File: src/rtl/lin_sync_pkg.sv
// Shared types of the LIN slave synchronizer.
// Assumes: nothing beyond the enum encoding being internal.
package lin_sync_pkg;
    typedef enum logic [1:0] {
        ST_HUNT  = 2'd0,
        ST_DELIM = 2'd1,
        ST_MEAS  = 2'd2
    } sync_state_t;
endpackage

File: src/rtl/lsync_break_det.sv
// Break detector: counts consecutive low sample ticks and reports a valid
// break when the line rises after at least BRK_BITS bit times of low.
// Assumes: bit_div holds the current ticks-per-bit estimate; the counter
// is cleared whenever the detector is not enabled.
module lsync_break_det #(
    parameter int DIV_W    = 16,
    parameter int BRK_BITS = 13
) (
    input  logic             clk,
    input  logic             rst_n,
    input  logic             tick,
    input  logic             enable,
    input  logic             rx,
    input  logic [DIV_W-1:0] bit_div,
    output logic             brk_ok
);
    localparam int LOW_W = DIV_W + $clog2(BRK_BITS + 1);

    logic [LOW_W-1:0] low_cnt;
    logic [LOW_W-1:0] brk_len;

    // Required low length in ticks for the current bit estimate.
    always_comb begin
        brk_len = LOW_W'(bit_div) * LOW_W'(BRK_BITS);
    end

    // Break accepted on the rising tick after a long enough low run.
    always_comb begin
        brk_ok = enable && tick && rx && (low_cnt != '0) && (low_cnt >= brk_len);
    end

    // Saturating low-run counter.
    always_ff @(posedge clk) begin
        if (!rst_n || !enable) begin
            low_cnt <= '0;
        end else if (tick) begin
            if (rx) begin
                low_cnt <= '0;
            end else if (low_cnt != {LOW_W{1'b1}}) begin
                low_cnt <= low_cnt + 1'b1;
            end
        end
    end
endmodule

File: src/rtl/lsync_field_timer.sv
// Sync field timer: counts sample ticks from the start-bit edge to the
// fourth following falling edge, and checks each level run against the
// start-bit length to recognise a non-0x55 byte.
// Assumes: start is a single tick that opens the window; active is high
// on the ticks after that while the window stays open.
module lsync_field_timer #(
    parameter int CNT_W    = 19,
    parameter int END_FALL = 4
) (
    input  logic             clk,
    input  logic             rst_n,
    input  logic             tick,
    input  logic             start,
    input  logic             active,
    input  logic             rx,
    output logic [CNT_W-1:0] count,
    output logic             done,
    output logic             bad,
    output logic             ovf
);
    localparam int EW = CNT_W + 1;
    localparam int FW = $clog2(END_FALL + 1);

    logic [CNT_W-1:0] cnt_q;
    logic [CNT_W-1:0] run_q;
    logic [CNT_W-1:0] l0_q;
    logic             have_l0;
    logic [FW-1:0]    falls_q;
    logic             lvl_q;
    logic             edge_s;
    logic             fall_s;
    logic [EW-1:0]    lo_lim;
    logic [EW-1:0]    hi_lim;
    logic [EW-1:0]    run_x;

    assign count = cnt_q;

    // Edge decode and run-length limits derived from the start-bit run.
    always_comb begin
        edge_s = (rx != lvl_q);
        fall_s = lvl_q && !rx;
        lo_lim = {1'b0, l0_q} >> 1;
        hi_lim = {1'b0, l0_q} + ({1'b0, l0_q} >> 1);
        run_x  = {1'b0, run_q};
    end

    // Window outcome on the current tick: close, reject or overflow.
    always_comb begin
        done = active && tick && have_l0 && edge_s && fall_s &&
               (run_x >= lo_lim) && (falls_q == FW'(END_FALL - 1));
        bad  = active && tick && have_l0 &&
               ((edge_s && (run_x < lo_lim)) || (!edge_s && (run_x >= hi_lim)));
        ovf  = active && tick && !done && !bad && (&cnt_q);
    end

    // Window counters, run length and edge bookkeeping.
    always_ff @(posedge clk) begin
        if (!rst_n) begin
            cnt_q   <= '0;
            run_q   <= '0;
            l0_q    <= '0;
            have_l0 <= 1'b0;
            falls_q <= '0;
            lvl_q   <= 1'b1;
        end else if (start) begin
            cnt_q   <= CNT_W'(1);
            run_q   <= CNT_W'(1);
            have_l0 <= 1'b0;
            falls_q <= '0;
            lvl_q   <= 1'b0;
        end else if (active && tick) begin
            lvl_q <= rx;
            cnt_q <= cnt_q + 1'b1;
            if (edge_s) begin
                run_q <= CNT_W'(1);
                if (!have_l0) begin
                    l0_q    <= run_q;
                    have_l0 <= 1'b1;
                end else if (fall_s) begin
                    falls_q <= falls_q + 1'b1;
                end
            end else begin
                run_q <= run_q + 1'b1;
            end
        end
    end
endmodule

File: src/rtl/lsync_status.sv
// Sticky sync-error flag with a masked interrupt request.
// Assumes: set_err is a one-cycle event; a set wins over a clear.
module lsync_status (
    input  logic clk,
    input  logic rst_n,
    input  logic set_err,
    input  logic clr,
    input  logic mask,
    output logic err,
    output logic irq
);
    // Interrupt follows the flag through its enable.
    always_comb begin
        irq = err && mask;
    end

    // Flag: set by an error, cleared only by the status strobe.
    always_ff @(posedge clk) begin
        if (!rst_n) begin
            err <= 1'b0;
        end else if (set_err) begin
            err <= 1'b1;
        end else if (clr) begin
            err <= 1'b0;
        end
    end
endmodule

File: src/rtl/lin_sync_slave.sv
// LIN slave baud synchronizer top: break -> delimiter -> sync timing,
// then loads the measured integer/fraction divider.
// Assumes: rx_in is synchronous to clk; INIT_DIV is non-zero.
module lin_sync_slave
    import lin_sync_pkg::*;
#(
    parameter int                DIV_W     = 16,
    parameter int                FRAC_W    = 3,
    parameter int                BRK_BITS  = 13,
    parameter logic [DIV_W-1:0]  INIT_DIV  = DIV_W'(4),
    parameter logic [FRAC_W-1:0] INIT_FRAC = FRAC_W'(0)
) (
    input  logic              clk,
    input  logic              rst_n,
    input  logic              rx_in,
    input  logic              samp_en,
    input  logic              slave_en,
    input  logic              irq_mask,
    input  logic              clr_status,
    output logic [DIV_W-1:0]  div_out,
    output logic [FRAC_W-1:0] frac_out,
    output logic              sync_err,
    output logic              irq
);
    localparam int CNT_W = DIV_W + FRAC_W;

    sync_state_t      state;
    logic             brk_ok;
    logic             meas_start;
    logic             meas_active;
    logic             meas_done;
    logic             meas_bad;
    logic             meas_ovf;
    logic [CNT_W-1:0] meas_cnt;

    // Phase qualifiers for the sub-blocks.
    always_comb begin
        meas_start  = slave_en && samp_en && (state == ST_DELIM) && !rx_in;
        meas_active = slave_en && (state == ST_MEAS);
    end

    lsync_break_det #(
        .DIV_W    (DIV_W),
        .BRK_BITS (BRK_BITS)
    ) u_brk (
        .clk     (clk),
        .rst_n   (rst_n),
        .tick    (samp_en),
        .enable  (slave_en && (state == ST_HUNT)),
        .rx      (rx_in),
        .bit_div (div_out),
        .brk_ok  (brk_ok)
    );

    lsync_field_timer #(
        .CNT_W    (CNT_W),
        .END_FALL (4)
    ) u_tmr (
        .clk    (clk),
        .rst_n  (rst_n),
        .tick   (samp_en),
        .start  (meas_start),
        .active (meas_active),
        .rx     (rx_in),
        .count  (meas_cnt),
        .done   (meas_done),
        .bad    (meas_bad),
        .ovf    (meas_ovf)
    );

    lsync_status u_sts (
        .clk     (clk),
        .rst_n   (rst_n),
        .set_err (meas_bad),
        .clr     (clr_status),
        .mask    (irq_mask),
        .err     (sync_err),
        .irq     (irq)
    );

    // Header phase sequencing.
    always_ff @(posedge clk) begin
        if (!rst_n || !slave_en) begin
            state <= ST_HUNT;
        end else if (samp_en) begin
            case (state)
                ST_HUNT:  if (brk_ok) state <= ST_DELIM;
                ST_DELIM: if (!rx_in) state <= ST_MEAS;
                ST_MEAS:  if (meas_done || meas_bad || meas_ovf) state <= ST_HUNT;
                default:  state <= ST_HUNT;
            endcase
        end
    end

    // Baud register: initial values until a successful measurement.
    always_ff @(posedge clk) begin
        if (!rst_n) begin
            div_out  <= INIT_DIV;
            frac_out <= INIT_FRAC;
        end else if (meas_done) begin
            div_out  <= meas_cnt[CNT_W-1:FRAC_W];
            frac_out <= meas_cnt[FRAC_W-1:0];
        end
    end
endmodule

File: config.mk
export PLATFORM = sky130hd
export DESIGN_NAME = lin_sync_slave
export DESIGN_NICKNAME = d
export VERILOG_FILES = /design/src/rtl/lin_sync_pkg.sv /design/src/rtl/lsync_break_det.sv /design/src/rtl/lsync_field_timer.sv /design/src/rtl/lsync_status.sv /design/src/rtl/lin_sync_slave.sv
export SDC_FILE = /design/constraint.sdc
export NUM_CORES = 1
export LEC_CHECK = 0
export ABC_AREA = 1
export CAP_MARGIN = 25
export CELL_PAD_IN_SITES_DETAIL_PLACEMENT = 0
export CELL_PAD_IN_SITES_GLOBAL_PLACEMENT = 1
export CORE_ASPECT_RATIO = 1.4
export CORE_MARGIN = 8
export CORE_UTILIZATION = 50
export CTS_BUF_LIST = sky130_fd_sc_hd__clkbuf_8
export CTS_CLUSTER_SIZE = 25
export DETAILED_ROUTE_END_ITERATION = 12
export PLACE_DENSITY_LB_ADDON = 0.1
export SYNTH_ARGS = -nofsm -noshare
export SYNTH_HDL_FRONTEND = slang
export SYNTH_SLANG_ARGS = --single-unit
File: constraint.sdc
create_clock -name clk -period 6.2 [get_ports clk]
set_input_delay 0.62 -clock clk [delete_from_list [all_inputs] [get_ports clk]]
set_output_delay 0.62 -clock clk [all_outputs]
set_load 0.01 [all_outputs]
## Word level (Yosys, flattened, before mapping)

Index checks and enable logic that the tools add are counted.

| word-level totals | value |
|---|---|
| output and inout port bits | 21 |
| RAM bits | 0 |
| flip-flop bits (word level) | 104 |
| bits in read-only memories | 0 |
| logic and storage cells | 96 |
| memories kept | 0 |
| bits of input ports | 7 |
| latch bits | 0 |

| cells by class | value |
|---|---|
| equality and inequality tests | 8 |
| multiplexer cells | 15 |
| order comparisons | 4 |
| bitwise operators | 3 |
| add/subtract/negate cells | 5 |
| multiply operators | 1 |
| shifts and indexed selects | 0 |
| reductions and logical operators | 47 |
| div/mod/pow operators | 0 |

Operator list:

| cell | number |
|---|---|
| 20-bit two-way mux | 2 |
| 19-bit by 1-bit adder with 19-bit output (second input constant) | 2 |
| 1-bit logical AND | 23 |
| 19-bit by 18-bit adder with 20-bit output | 1 |
| 20-bit by 1-bit adder with 20-bit output (second input constant) | 1 |
| 19-bit by 20-bit >= comparator with 1-bit output | 1 |
| 20-bit >= comparator | 1 |
| 16-bit by 4-bit multiplier with 20-bit output (second input constant) | 1 |
| 20-bit != test (second input constant) | 1 |
| 20-bit nonzero test | 1 |
| 19-bit by 18-bit >= comparator with 1-bit output | 1 |
| 19-bit by 18-bit less-than comparator with 1-bit output | 1 |
| 19-bit two-way mux | 1 |
| 19-bit AND reduction | 1 |
| 4-bit AND reduction | 3 |
| 1-bit two-way mux | 8 |
| 1-bit logical NOT | 7 |
| 2-bit two-way mux | 3 |
| 2-bit one-hot mux with 3 select lines | 1 |
| 2-bit nonzero test | 3 |
| 1-bit logical OR | 5 |
| 2-bit != test (second input constant) | 2 |
| 2-bit AND reduction | 2 |
| 3-bit by 1-bit adder with 3-bit output (second input constant) | 1 |
| 8 further kinds | 10 |

## Logic depth before layout (Yosys ltp)

Gate-level depths: netlist (run 1).

| logic depth | value |
|---|---|
| depth in word-level cells | 15 |
| mapped depth | 28 |
| mapped depth without buffers | 28 |

## Cells and area by module

From an unflattened synthesis (run 1), not the netlist that was laid out.

| second synthesis, totals | value |
|---|---|
| cells, all modules | 1323 |
| area total of the unflattened synthesis | 8934.8 um^2 |

Modules (own cells, without submodules):

| module | cells each | instances | area an instance (um^2) |
|---|---|---|---|
| lsync_field_timer | 617 | 1 | 4481.8 |
| lsync_break_det | 588 | 1 | 3583.4 |
| lin_sync_slave | 110 | 1 | 818.3 |
| lsync_status | 8 | 1 | 51.3 |

## Least setup slack after synthesis (run 1)

No wires, ideal clock.

| timing | value |
|---|---|
| kind | register to register |
| from | register div_out[2] |
| to | register state[0] |
| data required time | 6088 ps |
| path buffers | 0 |
| slack | 2012 ps |
| arrival time | 4076 ps |
| cell stages (with the launch flop) | 26 |
| path through | dfxtp_1 > ha_1 > fa_1 > inv_1 > fa_1 > o21ai_1 > a21oi_1 > o21ai_1 > a31oi_1 > o21ai_1 > nand2_1 > nand2_1 > a21oi_1 > xor2_1 > ha_1 > nand2_1 > inv_1 > nand3_1 > nor2_1 > nand4_1 > nand4_1 > nand3_1 > a21oi_1 > nand2_1 > nor2_1 > nor2_1 |

| on the way | value |
|---|---|
| longest elaborated chain between the ends | 5 |

RTL lines:

| what | RTL line | text |
|---|---|---|
| start, declared | lin_sync_slave.sv:20 | `output logic [DIV_W-1:0] div_out,` |
| start signal, assigned | lin_sync_slave.sv:101 | `div_out <= meas_cnt[CNT_W-1:FRAC_W];` |
| 16-bit by 4-bit multiplier with 20-bit output | lsync_break_det.sv:24 | `brk_len = LOW_W'(bit_div) * LOW_W'(BRK_BITS);` |
| 20-bit >= comparator | lsync_break_det.sv:29 | `brk_ok = enable && tick && rx && (low_cnt != '0) && (low_cnt >= brk_len);` |
| 1-bit logical AND | lsync_break_det.sv:29 |  |
| 2-bit != test (no source line) | n/a |  |
| 4-bit AND reduction (no source line) | n/a |  |
| end signal, assigned | lin_sync_slave.sv:84 | `state <= ST_HUNT;` |
| end signal, assigned | lin_sync_slave.sv:87 | `ST_HUNT: if (brk_ok) state <= ST_DELIM;` |
| end signal, assigned | lin_sync_slave.sv:88 | `ST_DELIM: if (!rx_in) state <= ST_MEAS;` |
| end, declared | lin_sync_slave.sv:27 | `sync_state_t state;` |

Every way passes these cells.
A chain may end at the register's enable or synchronous reset.

## Worst setup path in the final report (run 1)

| timing | value |
|---|---|
| from | register div_out[2] |
| to | register state[1] |

Same word-level chain as after synthesis.

==> results of run 1 <==
[power by group through the flow]
| stage | Combinational (mW) | Clock [mW] | Sequential, mW |
|---|---|---|---|
| 2_1_floorplan | 0.0228 | 0 | 0.684 |
| 3_3_place_gp | 0.0386 | 0 | 0.684 |
| 3_5_place_dp | 0.0389 | 0 | 0.684 |
| 4_1_cts | 0.0390 | 0.472 | 0.669 |
| 5_1_grt | 0.0429 | 0.496 | 0.669 |
| 6_report | 0.0383 | 0.459 | 0.669 |
[area by class of cell]
cell class | instances | area, um^2
clock buffers | 9 | 124
multi-input cells | 760 | 5050
clock inverters | 7 | 77.6
well taps | 196 | 245
inverters | 191 | 717
flip-flops and latches | 104 | 2080
fillers | 1598 | 6940
repair buffers | 32 | 308
[how the worst max path moves through the flow]
stage                       endpoint  cells after the start               startpoint  slack [ns]
2_1_floorplan  state[0]$_SDFFE_PP0P_                     25  div_out[2]$_SDFFE_PN1P_        2.01
3_3_place_gp   state[1]$_SDFFE_PP0P_                     25  div_out[2]$_SDFFE_PN1P_        1.78
3_5_place_dp   state[0]$_SDFFE_PP0P_                     25  div_out[2]$_SDFFE_PN1P_        1.67
4_1_cts        state[1]$_SDFFE_PP0P_                     25  div_out[2]$_SDFFE_PN1P_        1.65
5_1_grt        state[0]$_SDFFE_PP0P_                     25  div_out[2]$_SDFFE_PN1P_        1.17
6_report       state[1]$_SDFFE_PP0P_                     25  div_out[2]$_SDFFE_PN1P_        1.68
[state kept, by name, indices dropped and copies added, names as in the netlist]
| signal | count |
|---|---|
| u_sts.err | 1 |
| u_tmr.have_l0 | 1 |
| u_tmr.count | 19 |
| u_tmr.l0_q | 19 |
| u_tmr.run_q | 19 |
| state | 2 |
| frac_out | 3 |
| div_out | 16 |
| u_tmr.lvl_q | 1 |
| u_brk.low_cnt | 20 |
| u_tmr.falls_q | 3 |
[placed cells by master, fill, tap and decap left out, types with 7 or more instances in the layout]
master	n
inv_1	184
nand2_1	144
a21oi_1	142
ha_1	119
dfxtp_1	104
o21ai_0	80
nor2_1	63
nand3_1	27
clkdlybuf4s50_1	27
nor3_1	26
xor2_1	19
xnor2_1	17
nand4_1	17
fa_1	14
nor2_2	12
o21ai_1	9
clkbuf_8	9
inv_2	7
a31oi_1	7
nand2_2	7
nor4_1	7
[worst reg2reg max path, cell delays in order (launching register included)]
cell and delay (ns):
dfxtp_1 0.43, ha_1 0.28, fa_1 0.53, inv_1 0.07
fa_1 0.47, o21ai_1 0.27, a21oi_1 0.14, o21ai_1 0.20
a31oi_1 0.14, o21ai_1 0.21, nand2_1 0.07, nand2_1 0.06
a21oi_1 0.06, xor2_1 0.14, ha_1 0.29, nand2_1 0.07
inv_1 0.05, nand3_1 0.08, nor2_1 0.13, nand4_1 0.10
nand4_1 0.12, nand3_1 0.09, a21oi_1 0.24, nand3_1 0.10
nand2_1 0.06, nor2_1 0.03
[metrics by stage]
step	setup slack, ns	utilization, %	instance area, um^2	hold WS [ns]	cells
2_1_floorplan	2.01	-	7910	0.436	1070
3_3_place_gp	1.78	54.1	8400	0.453	1283
3_5_place_dp	1.67	54.1	8400	0.458	1283
4_1_cts	1.65	55.4	8600	0.474	1299
5_1_grt	1.17	55.4	8600	0.488	1299
6_report	1.68	55.4	8600	0.474	1299
[per-layer routing]
| layer | up-vias | GRT usage, % |
|---|---|---|
| met2 | 70 | 38.3 |
| li1 | 3634 | - |
| met5 | - | 0 |
| met4 | 0 | 9.56 |
| met3 | 35 | 2.26 |
| met1 | 3104 | 20.4 |
[cells by family after synthesis]
| group | Yosys count | synth area share [%] |
|---|---|---|
| simple gates | 329 | 19.9 |
| compound gates | 262 | 17.5 |
| buf+inv | 206 | 9.90 |
| fa+ha+maj | 133 | 22.4 |
| flops | 104 | 26.3 |
| xor+xnor | 36 | 3.98 |
==> out/metrics.json, run 1 <==
{
  "hold_class": "flip-flop to flip-flop",
  "drv_slew": 0,
  "transition_time_of_the_tightest_slew_check_pin_ns": 0.972,
  "critical_path_class": "flip-flop to flip-flop",
  "cap_violations": 0,
  "timing.critical_path.slowest_stage_cell": "fa_1",
  "clk-insertion-delay-late_ns": 0.39,
  "ys.flop_type": "dfxtp_1",
  "final_worst_path_period_share_pct": 72.9,
  "library_cells_used_by_synthesis": 43,
  "status": "complete, no violations",
  "hold_path_startpoint": "u_tmr.falls_q[2]$_SDFFE_PP0P_",
  "cts_buffer_depth": 2,
  "final_period_minus_worst_setup_slack_ns": 4.52,
  "drtPass1Iterations": 4,
  "initial_core_util_pct": 50.9,
  "first_global_vias": 6857,
  "hold_critical_path_depth": 2,
  "number_of_vias_in_the_routed_layout": 6843,
  "h-tree-depth": 3,
  "design.final.nets": 1238,
  "mappedNetlistArea_um2": 7910,
  "insertedDiodeCount": 0,
  "wl_met2_mm": 10.2,
  "r2r_setup_slack_ns": 1.68,
  "timing.slew.headroom_pct": 35.1,
  "route.detailed.vias_per_inst": 5.27,
  "timing.critical_path.mode_cell": "nand2_1",
  "timing.hold.worst_endpoint": "u_tmr.falls_q[2]$_SDFFE_PP0P_",
  "cts_num_sinks": 104,
  "drt_wl_total_mm": 18.9,
  "comb_power_share_pct": 3.3,
  "regToRegStartpoint": "div_out[2]$_SDFFE_PN1P_",
  "area_delta_synth_final_pct": 8.70,
  "kind_of_capture_point_of_the_worst_setup_path": "flip-flop",
  "total_of_buffers_placed_on_input_and_output_ports": 27,
  "power_frac_seq_pct": 57.4,
  "core_area_um2": 15500,
  "clock_root_buffer": "clkbuf_8",
  "postSynthAreaPerCell_um2": 7.40,
  "net-switching-power_mw": 0.294,
  "gp_congestion": 0.832,
  "cts_buffers": 9,
  "setup_tns_ns": 0,
  "synth.most_common_cell": "inv_1",
  "ys_seq_elements": 104,
  "cts_tree": "built",
  "crit_path_max_fanout": 5,
  "dieArea_um2": 20200,
  "fmax_mhz": 221,
  "grt_first_pass_wirelength_mm": 31.8,
  "synth_largest_area_cell": "dfxtp_1",
  "powerDensity_nw_per_um2": 136,
  "synth_edf_count": 0,
  "synth_top_area_share_pct": 26.3,
  "setup-violations-final": 0,
  "final_antenna_net_count": 0,
  "cts-hold-fix-buffers": 0,
  "drive_gt1_share_pct": 5.98,
  "average_detailed_routed_wire_length_per_instance_um": 14.5,
  "synthTopCellsByArea": "dfxtp_1, ha_1, a21oi_1",
  "initial_antenna_violation_count": 0,
  "cts_resized": 0,
  "top_signal_layer_used": "met4",
  "hold_viol": 0,
  "p_sw_share_pct": 25.2,
  "detailed_placer_s_ending_hpwl_mm": 15.3,
  "design_power_total_mw": 1.17,
  "cp_num_buf_inv": 2,
  "global_route_usage_over_all_layers_pct": 19.8,
  "synth_seq_area_share_pct": 26.3,
  "drt_drc_violations_left": 0,
  "proportion_of_register_bits_with_asynchronous_set_or_reset_after_synthesis_pct": 0,
  "arrival_ns": 4.82,
  "cts_setup_buffers": 0,
  "timing.clock.skew_ns": 0.0154,
  "met3_length_um": 341,
  "met1_length_mm": 7.64,
  "internal_power_mw": 0.872,
  "grt_setup_unrepaired": "no",
  "leakage_nw": 3.81,
  "syn_inst": 1070,
  "timing.critical_path.slowest_cell_delay_ns": 0.53,
  "die_height_um": 165,
  "synthesis.yosys.warnings": 0,
  "r2r_end": "state[1]$_SDFFE_PP0P_",
  "power.clock.fraction_pct": 39.4,
  "grt_max_degree": 40,
  "cell_depth_of_the_worst_flop_to_flop_path": 25,
  "cts.clk_slew.worst_paths_ns": 0.11,
  "grt.overflow.total": 0,
  "synth_fp_nets": 1210,
  "setup.worst_path.start_class": "flip-flop",
  "crit_family": "adder cells",
  "io_pins": 28,
  "dr.first_iter.drc_count": 234,
  "peakVddDrop_mv": 0.0947,
  "row_count": 54,
  "fp.dieW_um": 122,
  "cp.required_ns": 6.50,
  "ranking_of_synthesized_cells_by_instance_count": "inv_1, nand2_1, a21oi_1, ha_1, dfxtp_1"
}
No activity file was read; power rests on OpenSTA's default activity.
==> run 2, diff against run 1 <==
CORE_UTILIZATION = 48   (was 50)
clock period = 4.5 ns   (was 6.2 ns; I/O delays follow)
==> out/metrics.json, run 2 (synthesis gave the netlist of run 1 again) <==
{
  "power.clock.fraction": {"value": 38.6, "unit": "%", "change": "was 39.4%"},
  "r2r_end": {"value": "state[1]$_SDFFE_PP0P_", "change": "unchanged"},
  "cts-hold-fix-buffers": {"value": 0, "change": "unchanged"},
  "arrival": {"value": 4.51, "unit": "ns", "change": "was 4.82 ns"},
  "mostFrequentLayoutCells": {"value": "inv_1, nand2_1, a21oi_1, ha_1, dfxtp_1", "change": "unchanged"},
  "p_sw_share": {"value": 25.9, "unit": "%", "change": "was 25.2%"},
  "max_flop_register": {"value": "u_brk.low_cnt", "change": "unchanged"},
  "peakVddDrop": {"value": 0.125, "unit": "mV", "change": "was 0.0947 mV"},
  "cts_tree": {"value": "built", "change": "unchanged"},
  "kind_of_capture_point_of_the_worst_setup_path": {"value": "flip-flop", "change": "unchanged"},
  "crit_path_max_fanout": {"value": 4, "change": "was 5"},
  "timing.slew.headroom": {"value": 37.6, "unit": "%", "change": "was 35.1%"},
  "die_height": {"value": 168, "unit": "um", "change": "was 165 um"},
  "average_detailed_routed_wire_length_per_instance": {"value": 15.0, "unit": "um", "change": "was 14.5 um"},
  "grt_first_pass_wirelength": {"value": 32.8, "unit": "mm", "change": "was 31.8 mm"},
  "final_antenna_net_count": {"value": 0, "change": "unchanged"},
  "r2r_setup_slack": {"value": 0.29, "unit": "ns", "change": "was 1.68 ns"},
  "status": {"value": "complete, no violations", "change": "unchanged"},
  "final_period_minus_worst_setup_slack": {"value": 4.21, "unit": "ns", "change": "was 4.52 ns"},
  "setup-violations-final": {"value": 0, "change": "unchanged"},
  "cts_buffer_depth": {"value": 2, "change": "unchanged"},
  "largest_register_ff_count": {"value": 20, "change": "unchanged"},
  "gp_congestion": {"value": 0.852, "change": "was 0.832"},
  "cap_violations": {"value": 0, "change": "unchanged"},
  "power_frac_seq": {"value": 58.0, "unit": "%", "change": "was 57.4%"},
  "number_of_filler_instances_in_the_final_layout": {"value": 1597, "change": "was 1,598"},
  "clk-insertion-delay-late": {"value": 0.39, "unit": "ns", "change": "about the same"},
  "clock_root_buffer": {"value": "clkbuf_8", "change": "unchanged"},
  "cts_num_sinks": {"value": 104, "change": "unchanged"},
  "final_worst_path_period_share": {"value": 93.5, "unit": "%", "change": "was 72.9%"},
  "timing.clock.skew": {"value": 0.00953, "unit": "ns", "change": "was 0.0154 ns"},
  "powerDensity": {"value": 182, "unit": "nW/um^2", "change": "was 136 nW/um^2"},
  "fmax": {"value": 238, "unit": "MHz", "change": "was 221 MHz"},
  "dr.first_iter.drc_count": {"value": 297, "change": "was 234"},
  "regToRegStartpoint": {"value": "div_out[6]$_SDFFE_PN0P_", "change": "was div_out[2]$_SDFFE_PN1P_"},
  "insertedDiodeCount": {"value": 0, "change": "unchanged"},
  "crit_end": {"value": "state[1]$_SDFFE_PP0P_", "change": "unchanged"},
  "dp.cells": {"value": 1289, "change": "was 1,283"},
  "drt_drc_violations_left": {"value": 0, "change": "unchanged"},
  "io_pins": {"value": 28, "change": "unchanged"},
  "fp.dieW": {"value": 125, "unit": "um", "change": "was 122 um"},
  "grt.overflow.total": {"value": 0, "change": "unchanged"},
  "setup_tns": {"value": 0, "unit": "ns", "change": "unchanged"},
  "dieArea": {"value": 20900, "unit": "um^2", "change": "was 20,200 um^2"},
  "hold_viol": {"value": 0, "change": "unchanged"},
  "cp.required": {"value": 4.80, "unit": "ns", "change": "was 6.50 ns"},
  "drtPass1Iterations": {"value": 4, "change": "unchanged"},
  "cell_depth_of_the_worst_flop_to_flop_path": {"value": 27, "change": "was 25"},
  "total_of_buffers_placed_on_input_and_output_ports": {"value": 27, "change": "unchanged"},
  "transition_time_of_the_tightest_slew_check_pin": {"value": 0.930, "unit": "ns", "change": "was 0.972 ns"},
  "design.final.nets": {"value": 1244, "change": "was 1,238"},
  "setup.worst_path.start_class": {"value": "flip-flop", "change": "unchanged"},
  "global_route_usage_over_all_layers": {"value": 18.9, "unit": "%", "change": "was 19.8%"},
  "final.hold.worst_slack": {"value": 0.465, "unit": "ns", "change": "was 0.474 ns"},
  "detailed_placer_s_ending_hpwl": {"value": 15.7, "unit": "mm", "change": "was 15.3 mm"},
  "internal_power": {"value": 1.18, "unit": "mW", "change": "was 0.872 mW"},
  "row_count": {"value": 55, "change": "was 54"},
  "cts_buffers": {"value": 9, "change": "unchanged"},
  "core_area": {"value": 16200, "unit": "um^2", "change": "was 15,500 um^2"},
  "first_global_vias": {"value": 6882, "change": "was 6,857"},
  "comb_power_share": {"value": 3.4, "unit": "%", "change": "was 3.3%"},
  "number_of_vias_in_the_routed_layout": {"value": 6948, "change": "was 6,843"},
  "cts.clk_slew.worst_paths": {"value": 0.11, "unit": "ns", "change": "about the same"},
  "net-switching-power": {"value": 0.411, "unit": "mW", "change": "was 0.294 mW"},
  "leakage": {"value": 3.85, "unit": "nW", "change": "was 3.81 nW"},
  "commonest_non_fill_non_tap_cell_in_the_layout": {"value": "inv_1", "change": "unchanged"},
  "drv_slew": {"value": 0, "change": "unchanged"},
  "initial_antenna_violation_count": {"value": 0, "change": "unchanged"},
  "crit_path_start": {"value": "div_out[6]$_SDFFE_PN0P_", "change": "was div_out[2]$_SDFFE_PN1P_"},
  "hold_class": {"value": "flip-flop to flip-flop", "change": "unchanged"},
  "area_delta_synth_final": {"value": 10.5, "unit": "%", "change": "was 8.70%"},
  "layoutNonFillerInstCount": {"value": 1308, "change": "was 1,299"},
  "drt_wl_total": {"value": 19.6, "unit": "mm", "change": "was 18.9 mm"},
  "drive_gt1_share": {"value": 8.30, "unit": "%", "change": "was 5.98%"},
  "grt_max_degree": {"value": 39, "change": "was 40"},
  "initial_core_util": {"value": 48.9, "unit": "%", "change": "was 50.9%"},
  "h-tree-depth": {"value": 3, "change": "unchanged"},
  "route.detailed.vias_per_inst": {"value": 5.31, "change": "was 5.27"},
  "critical_path_class": {"value": "flip-flop to flip-flop", "change": "unchanged"}
}
-- run 2: critical path, cell delays in order, from the launching register on --
cell	delay (ns)
dfxtp_2	0.36
ha_1	0.27
inv_1	0.05
fa_1	0.51
inv_1	0.04
ha_1	0.31
a21oi_1	0.19
o21ai_2	0.08
a21oi_2	0.17
o21ai_2	0.11
a31oi_2	0.25
o21ai_2	0.10
nand2_1	0.06
nand2_1	0.05
a21oi_1	0.15
xor2_1	0.09
ha_1	0.29
nand2_1	0.06
inv_1	0.05
nand3_1	0.08
nor2_1	0.13
nand4_1	0.11
nand4_1	0.12
nand3_1	0.10
a21oi_2	0.21
nand3_1	0.09
nand2_1	0.06
nor2_1	0.04
-- run 2: power groups by stage --
stage	clock network, mW	logic (mW)	registers (mW)
finish	0.613	0.0546	0.921
CTS	0.638	0.0555	0.921
global placement	0	0.0555	0.942
detailed placement	0	0.0551	0.942
floorplan	0	0.0314	0.942
global route	0.668	0.0610	0.922
-- run 2: layer usage --
| metal | share of wire, % | vias to the layer above | global-route usage, % |
|---|---|---|---|
| li1 | - | 3641 | - |
| met1 | 42 | 3220 | 20.0 |
| met2 | 55 | 66 | 37.4 |
| met3 | 1.4 | 21 | 1.73 |
| met4 | 2.0 | 0 | 7.09 |
| met5 | 0 | - | 0 |
-- run 2: worst min-delay path by stage --
stage	end	cells past startpoint	slack (ns)	start
finish	u_tmr.falls_q[2]$_SDFFE_PP0P_	2	0.46	u_tmr.falls_q[2]$_SDFFE_PP0P_
global route	u_tmr.falls_q[2]$_SDFFE_PP0P_	2	0.50	u_tmr.falls_q[2]$_SDFFE_PP0P_
CTS	u_tmr.falls_q[2]$_SDFFE_PP0P_	2	0.47	u_tmr.falls_q[2]$_SDFFE_PP0P_
detailed placement	u_tmr.falls_q[2]$_SDFFE_PP0P_	2	0.45	u_tmr.falls_q[2]$_SDFFE_PP0P_
global placement	u_tmr.falls_q[2]$_SDFFE_PP0P_	2	0.45	u_tmr.falls_q[2]$_SDFFE_PP0P_
floorplan	u_tmr.falls_q[2]$_SDFFE_PP0P_	2	0.44	u_tmr.falls_q[2]$_SDFFE_PP0P_
-- run 2: through the flow --
| step | util, % | cell area (um^2) | power, mW | worst slack (ns) |
|---|---|---|---|---|
| final | 54.1 | 8740 | 1.59 | 0.292 |
| after global routing | 54.1 | 8740 | 1.65 | -0.0319 |
| after CTS | 53.3 | 8620 | 1.61 | 0.0693 |
| after detailed placement | 52.1 | 8430 | 0.998 | 0.0940 |
| after global placement | 52.1 | 8430 | 0.998 | 0.133 |
| after floorplan | - | 7910 | 0.974 | 0.312 |
-- run 2: cell type report --
type                       count  area [um^2]  share of cell area [%]
clock inverter                 5         45.0                   0.515
tap                          199          249                    2.85
multi-input combinational    760         5130                    58.7
inverter                     191          717                    8.20
timing repair buffer          38          360                    4.12
clock buffer                  11          151                    1.73
sequential                   104         2090                    23.9
-- run 2: timing repair --
action / in CTS / in global routing
endpoints found under the setup margin: 0 / 2
resized for setup: 0 / 22
setup buffers: 0 / 2
==> run 3, diff against run 2 <==
--- a/config.mk
+++ b/config.mk
@@ -7,3 +7,3 @@
 export LEC_CHECK = 0
-export ABC_AREA = 1
+export ABC_AREA = 0
 export CAP_MARGIN = 25
@@ -13,3 +13,3 @@
 export CORE_MARGIN = 8
-export CORE_UTILIZATION = 48
+export CORE_UTILIZATION = 49
 export CTS_BUF_LIST = sky130_fd_sc_hd__clkbuf_8
==> constraint.sdc (replaced) <==
create_clock -name clk -period 4.5 [get_ports clk]
set_input_delay 0.9 -clock clk [delete_from_list [all_inputs] [get_ports clk]]
set_output_delay 0.9 -clock clk [all_outputs]
set_load 0.01 [all_outputs]
==> out/metrics.json, run 3 <==
{
  "status": {"value": "complete, no violations", "change": "unchanged"},
  "cap_violations": {"value": 0, "change": "unchanged"},
  "peakVddDrop": {"value": 0.128, "unit": "mV", "change": "was 0.125 mV"},
  "transition_time_of_the_tightest_slew_check_pin": {"value": 0.861, "unit": "ns", "change": "was 0.930 ns"},
  "total_of_buffers_placed_on_input_and_output_ports": {"value": 27, "change": "unchanged"},
  "synth_fp_nets": {"value": 1092, "change": "was 1,210"},
  "critical_path_class": {"value": "flip-flop to flip-flop", "change": "unchanged"},
  "proportion_of_register_bits_with_asynchronous_set_or_reset_after_synthesis": {"value": 0, "unit": "%", "change": "unchanged"},
  "number_of_vias_in_the_routed_layout": {"value": 6610, "change": "was 6,948"},
  "area_delta_synth_final": {"value": 8.68, "unit": "%", "change": "was 10.5%"},
  "commonest_non_fill_non_tap_cell_in_the_layout": {"value": "ha_1", "change": "was inv_1"},
  "global_route_usage_over_all_layers": {"value": 19.1, "unit": "%", "change": "was 18.9%"},
  "hold_class": {"value": "flip-flop to flip-flop", "change": "unchanged"},
  "ranking_of_synthesized_cells_by_instance_count": {"value": "ha_1, dfxtp_1, inv_1, nor2_1, nand2_1", "change": "was inv_1, nand2_1, a21oi_1, ha_1, dfxtp_1"},
  "average_detailed_routed_wire_length_per_instance": {"value": 16.1, "unit": "um", "change": "was 15.0 um"},
  "synth.most_common_cell": {"value": "ha_1", "change": "was inv_1"},
  "io_pins": {"value": 28, "change": "unchanged"},
  "detailed_placer_s_ending_hpwl": {"value": 15.1, "unit": "mm", "change": "was 15.7 mm"},
  "final_period_minus_worst_setup_slack": {"value": 4.15, "unit": "ns", "change": "was 4.21 ns"},
  "drt_wl_total": {"value": 19.0, "unit": "mm", "change": "was 19.6 mm"},
  "drive_gt1_share": {"value": 4.28, "unit": "%", "change": "was 8.30%"},
  "ys.flop_type": {"value": "dfxtp_1", "change": "unchanged"},
  "ys_seq_elements": {"value": 104, "change": "unchanged"},
  "net-switching-power": {"value": 0.380, "unit": "mW", "change": "was 0.411 mW"},
  "setup-violations-final": {"value": 0, "change": "unchanged"},
  "initial_antenna_violation_count": {"value": 0, "change": "unchanged"},
  "clk-insertion-delay-late": {"value": 0.39, "unit": "ns", "change": "about the same"},
  "kind_of_capture_point_of_the_worst_setup_path": {"value": "flip-flop", "change": "unchanged"},
  "grt_max_degree": {"value": 26, "change": "was 39"},
  "h-tree-depth": {"value": 3, "change": "unchanged"},
  "initial_core_util": {"value": 49.7, "unit": "%", "change": "was 48.9%"},
  "cts_buffers": {"value": 9, "change": "unchanged"},
  "die_height": {"value": 167, "unit": "um", "change": "was 168 um"},
  "library_cells_used_by_synthesis": {"value": 55, "change": "was 43"},
  "dr.first_iter.drc_count": {"value": 214, "change": "was 297"},
  "layoutNonFillerInstCount": {"value": 1180, "change": "was 1,308"},
  "largest_register_ff_count": {"value": 20, "change": "unchanged"},
  "setup_tns": {"value": 0, "unit": "ns", "change": "unchanged"},
  "grt.overflow.total": {"value": 0, "change": "unchanged"},
  "route.detailed.vias_per_inst": {"value": 5.60, "change": "was 5.31"},
  "comb_power_share": {"value": 2.6, "unit": "%", "change": "was 3.4%"},
  "drt_drc_violations_left": {"value": 0, "change": "unchanged"},
  "cp.required": {"value": 4.78, "unit": "ns", "change": "was 4.80 ns"},
  "power.clock.fraction": {"value": 38.0, "unit": "%", "change": "was 38.6%"},
  "mostFrequentLayoutCells": {"value": "ha_1, inv_1, dfxtp_1, nor2_1, nand2_1", "change": "was inv_1, nand2_1, a21oi_1, ha_1, dfxtp_1"},
  "setup.worst_path.start_class": {"value": "flip-flop", "change": "unchanged"},
  "gp_congestion": {"value": 0.886, "change": "was 0.852"},
  "timing.slew.headroom": {"value": 42.4, "unit": "%", "change": "was 37.6%"},
  "drv_slew": {"value": 0, "change": "unchanged"},
  "arrival": {"value": 4.43, "unit": "ns", "change": "was 4.51 ns"},
  "cts_buffer_depth": {"value": 2, "change": "unchanged"},
  "leakage": {"value": 3.68, "unit": "nW", "change": "was 3.85 nW"},
  "p_sw_share": {"value": 24.5, "unit": "%", "change": "was 25.9%"},
  "fp.dieW": {"value": 124, "unit": "um", "change": "was 125 um"},
  "synthesis.yosys.warnings": {"value": 0, "change": "unchanged"},
  "design.final.nets": {"value": 1116, "change": "was 1,244"},
  "mappedNetlistArea": {"value": 7970, "unit": "um^2", "change": "was 7910 um^2"},
  "synth_largest_area_cell": {"value": "dfxtp_1", "change": "unchanged"},
  "synth_edf_count": {"value": 0, "change": "unchanged"},
  "final_worst_path_period_share": {"value": 92.3, "unit": "%", "change": "was 93.5%"},
  "hold_viol": {"value": 0, "change": "unchanged"},
  "synth_top_area_share": {"value": 26.1, "unit": "%", "change": "was 26.3%"},
  "number_of_filler_instances_in_the_final_layout": {"value": 1528, "change": "was 1,597"},
  "cts.clk_slew.worst_paths": {"value": 0.11, "unit": "ns", "change": "about the same"},
  "powerDensity": {"value": 179, "unit": "nW/um^2", "change": "was 182 nW/um^2"},
  "internal_power": {"value": 1.17, "unit": "mW", "change": "was 1.18 mW"},
  "synth_seq_area_share": {"value": 26.1, "unit": "%", "change": "was 26.3%"},
  "grt_first_pass_wirelength": {"value": 32.0, "unit": "mm", "change": "was 32.8 mm"},
  "final_antenna_net_count": {"value": 0, "change": "unchanged"},
  "synthTopCellsByArea": {"value": "dfxtp_1, ha_1, xor2_1", "change": "was dfxtp_1, ha_1, a21oi_1"},
  "timing.clock.skew": {"value": 0.0147, "unit": "ns", "change": "was 0.00953 ns"},
  "max_flop_register": {"value": "u_brk.low_cnt", "change": "unchanged"},
  "cts_tree": {"value": "built", "change": "unchanged"},
  "insertedDiodeCount": {"value": 0, "change": "unchanged"},
  "crit_path_max_fanout": {"value": 5, "change": "was 4"},
  "power_frac_seq": {"value": 59.4, "unit": "%", "change": "was 58.0%"},
  "syn_inst": {"value": 952, "change": "was 1,070"},
  "dieArea": {"value": 20700, "unit": "um^2", "change": "was 20,900 um^2"},
  "drtPass1Iterations": {"value": 4, "change": "unchanged"},
  "core_area": {"value": 16000, "unit": "um^2", "change": "was 16,200 um^2"},
  "postSynthAreaPerCell": {"value": 8.37, "unit": "um^2", "change": "was 7.40 um^2"},
  "fmax": {"value": 241, "unit": "MHz", "change": "was 238 MHz"},
  "row_count": {"value": 55, "change": "unchanged"},
  "cts_num_sinks": {"value": 104, "change": "unchanged"},
  "first_global_vias": {"value": 6820, "change": "was 6,882"},
  "clock_root_buffer": {"value": "clkbuf_8", "change": "unchanged"},
  "dp.cells": {"value": 1163, "change": "was 1,289"}
}
## run 3: cell types whose count changed in the layout (fill, tap and decap cells not counted), sizes merged, moves of 12 or more
cell,previous run,this run
xnor2,17,30
a21o,1,19
o21ai,89,30
a21boi,1,22
xor2,19,47
or3,1,13
nor2b,0,24
inv,194,104
a21oi,142,41
nand2,151,77
mux2i,0,22
## run 3: repair_timing
item	4_1_cts	5_1_grt
setup buffers	0	1
endpoints found under the setup margin	0	1
hold buffers	0	0
resized for setup	0	8
## run 3: critical path, stage by stage (launching register included)
cell and delay (ns):
dfxtp_2 0.36, ha_1 0.31, fa_1 0.54, inv_1 0.07, fa_1 0.44, nor2b_1 0.18
o31a_1 0.21, o211ai_1 0.14, a31oi_2 0.25, a21o_1 0.14, a21oi_1 0.07, xor2_1 0.16
ha_1 0.30, o2111ai_1 0.14, a21oi_2 0.15, nand3_1 0.10, a211oi_2 0.17, o21ai_1 0.11
mux2i_1 0.16, nor2_1 0.05
## run 3: path summary, 6_finish.rpt
check	end	cells after the start	slack [ns]	from
max	state[0]$_SDFFE_PP0P_	19	0.35	div_out[1]$_SDFFE_PN0P_
min	u_tmr.l0_q[0]$_SDFFE_PN0P_	2	0.49	u_tmr.l0_q[0]$_SDFFE_PN0P_
max reg2reg	state[0]$_SDFFE_PP0P_	19	0.35	div_out[1]$_SDFFE_PN0P_
min reg2reg	u_tmr.l0_q[0]$_SDFFE_PN0P_	2	0.49	u_tmr.l0_q[0]$_SDFFE_PN0P_
## run 3: cell families (layout without fill, tap and decap cells)
kind of cell	count (synthesis)	count (layout)	synth area share, %
buffers and inverters	125	154	6.23
muxes	22	22	2.76
adders and majority gates	133	133	22.2
xor gates and xnor gates	77	77	8.46
and+or+nand+nor	321	321	20.2
DFF	104	104	26.1
AOI/OAI and AO/OA	170	170	14.0
## run 3: final cells by class
type / instances / area [um^2] / share of cell area, %
well taps: 199 / 249 / 2.87
clock inverters: 5 / 37.5 / 0.433
inverters: 102 / 383 / 4.42
clock buffers: 11 / 151 / 1.75
multi-input cells: 723 / 5420 / 62.5
repair buffers: 36 / 338 / 3.90
flip-flops and latches: 104 / 2090 / 24.1
## run 3: stage by stage
step	setup slack (ns)	hold WS [ns]	instance area (um^2)	utilization (%)	power (mW)
6_report	0.348	0.490	8660	54.0	1.55
4_1_cts	0.154	0.493	8630	53.8	1.57
5_1_grt	-0.0145	0.505	8660	54.0	1.61
3_5_place_dp	0.205	0.480	8440	52.6	0.982
3_3_place_gp	0.338	0.460	8440	52.6	0.982
2_1_floorplan	0.554	0.448	7970	-	0.966
## run 3: power groups by stage
stage | Combinational (mW) | Sequential, mW | Clock (mW)
final | 0.0400 | 0.921 | 0.589
after global routing | 0.0433 | 0.921 | 0.643
after CTS | 0.0404 | 0.921 | 0.604
after detailed placement | 0.0403 | 0.942 | 0
after global placement | 0.0397 | 0.942 | 0
after floorplan | 0.0237 | 0.942 | 0
## run 3: metal layers
layer	GRT usage, %	part of all wire [%]	routed length [um]
met5	0	0	0
met4	10.1	4.6	866
met3	3.11	2.4	452
met2	35.2	52	9890
met1	19.8	41	7770
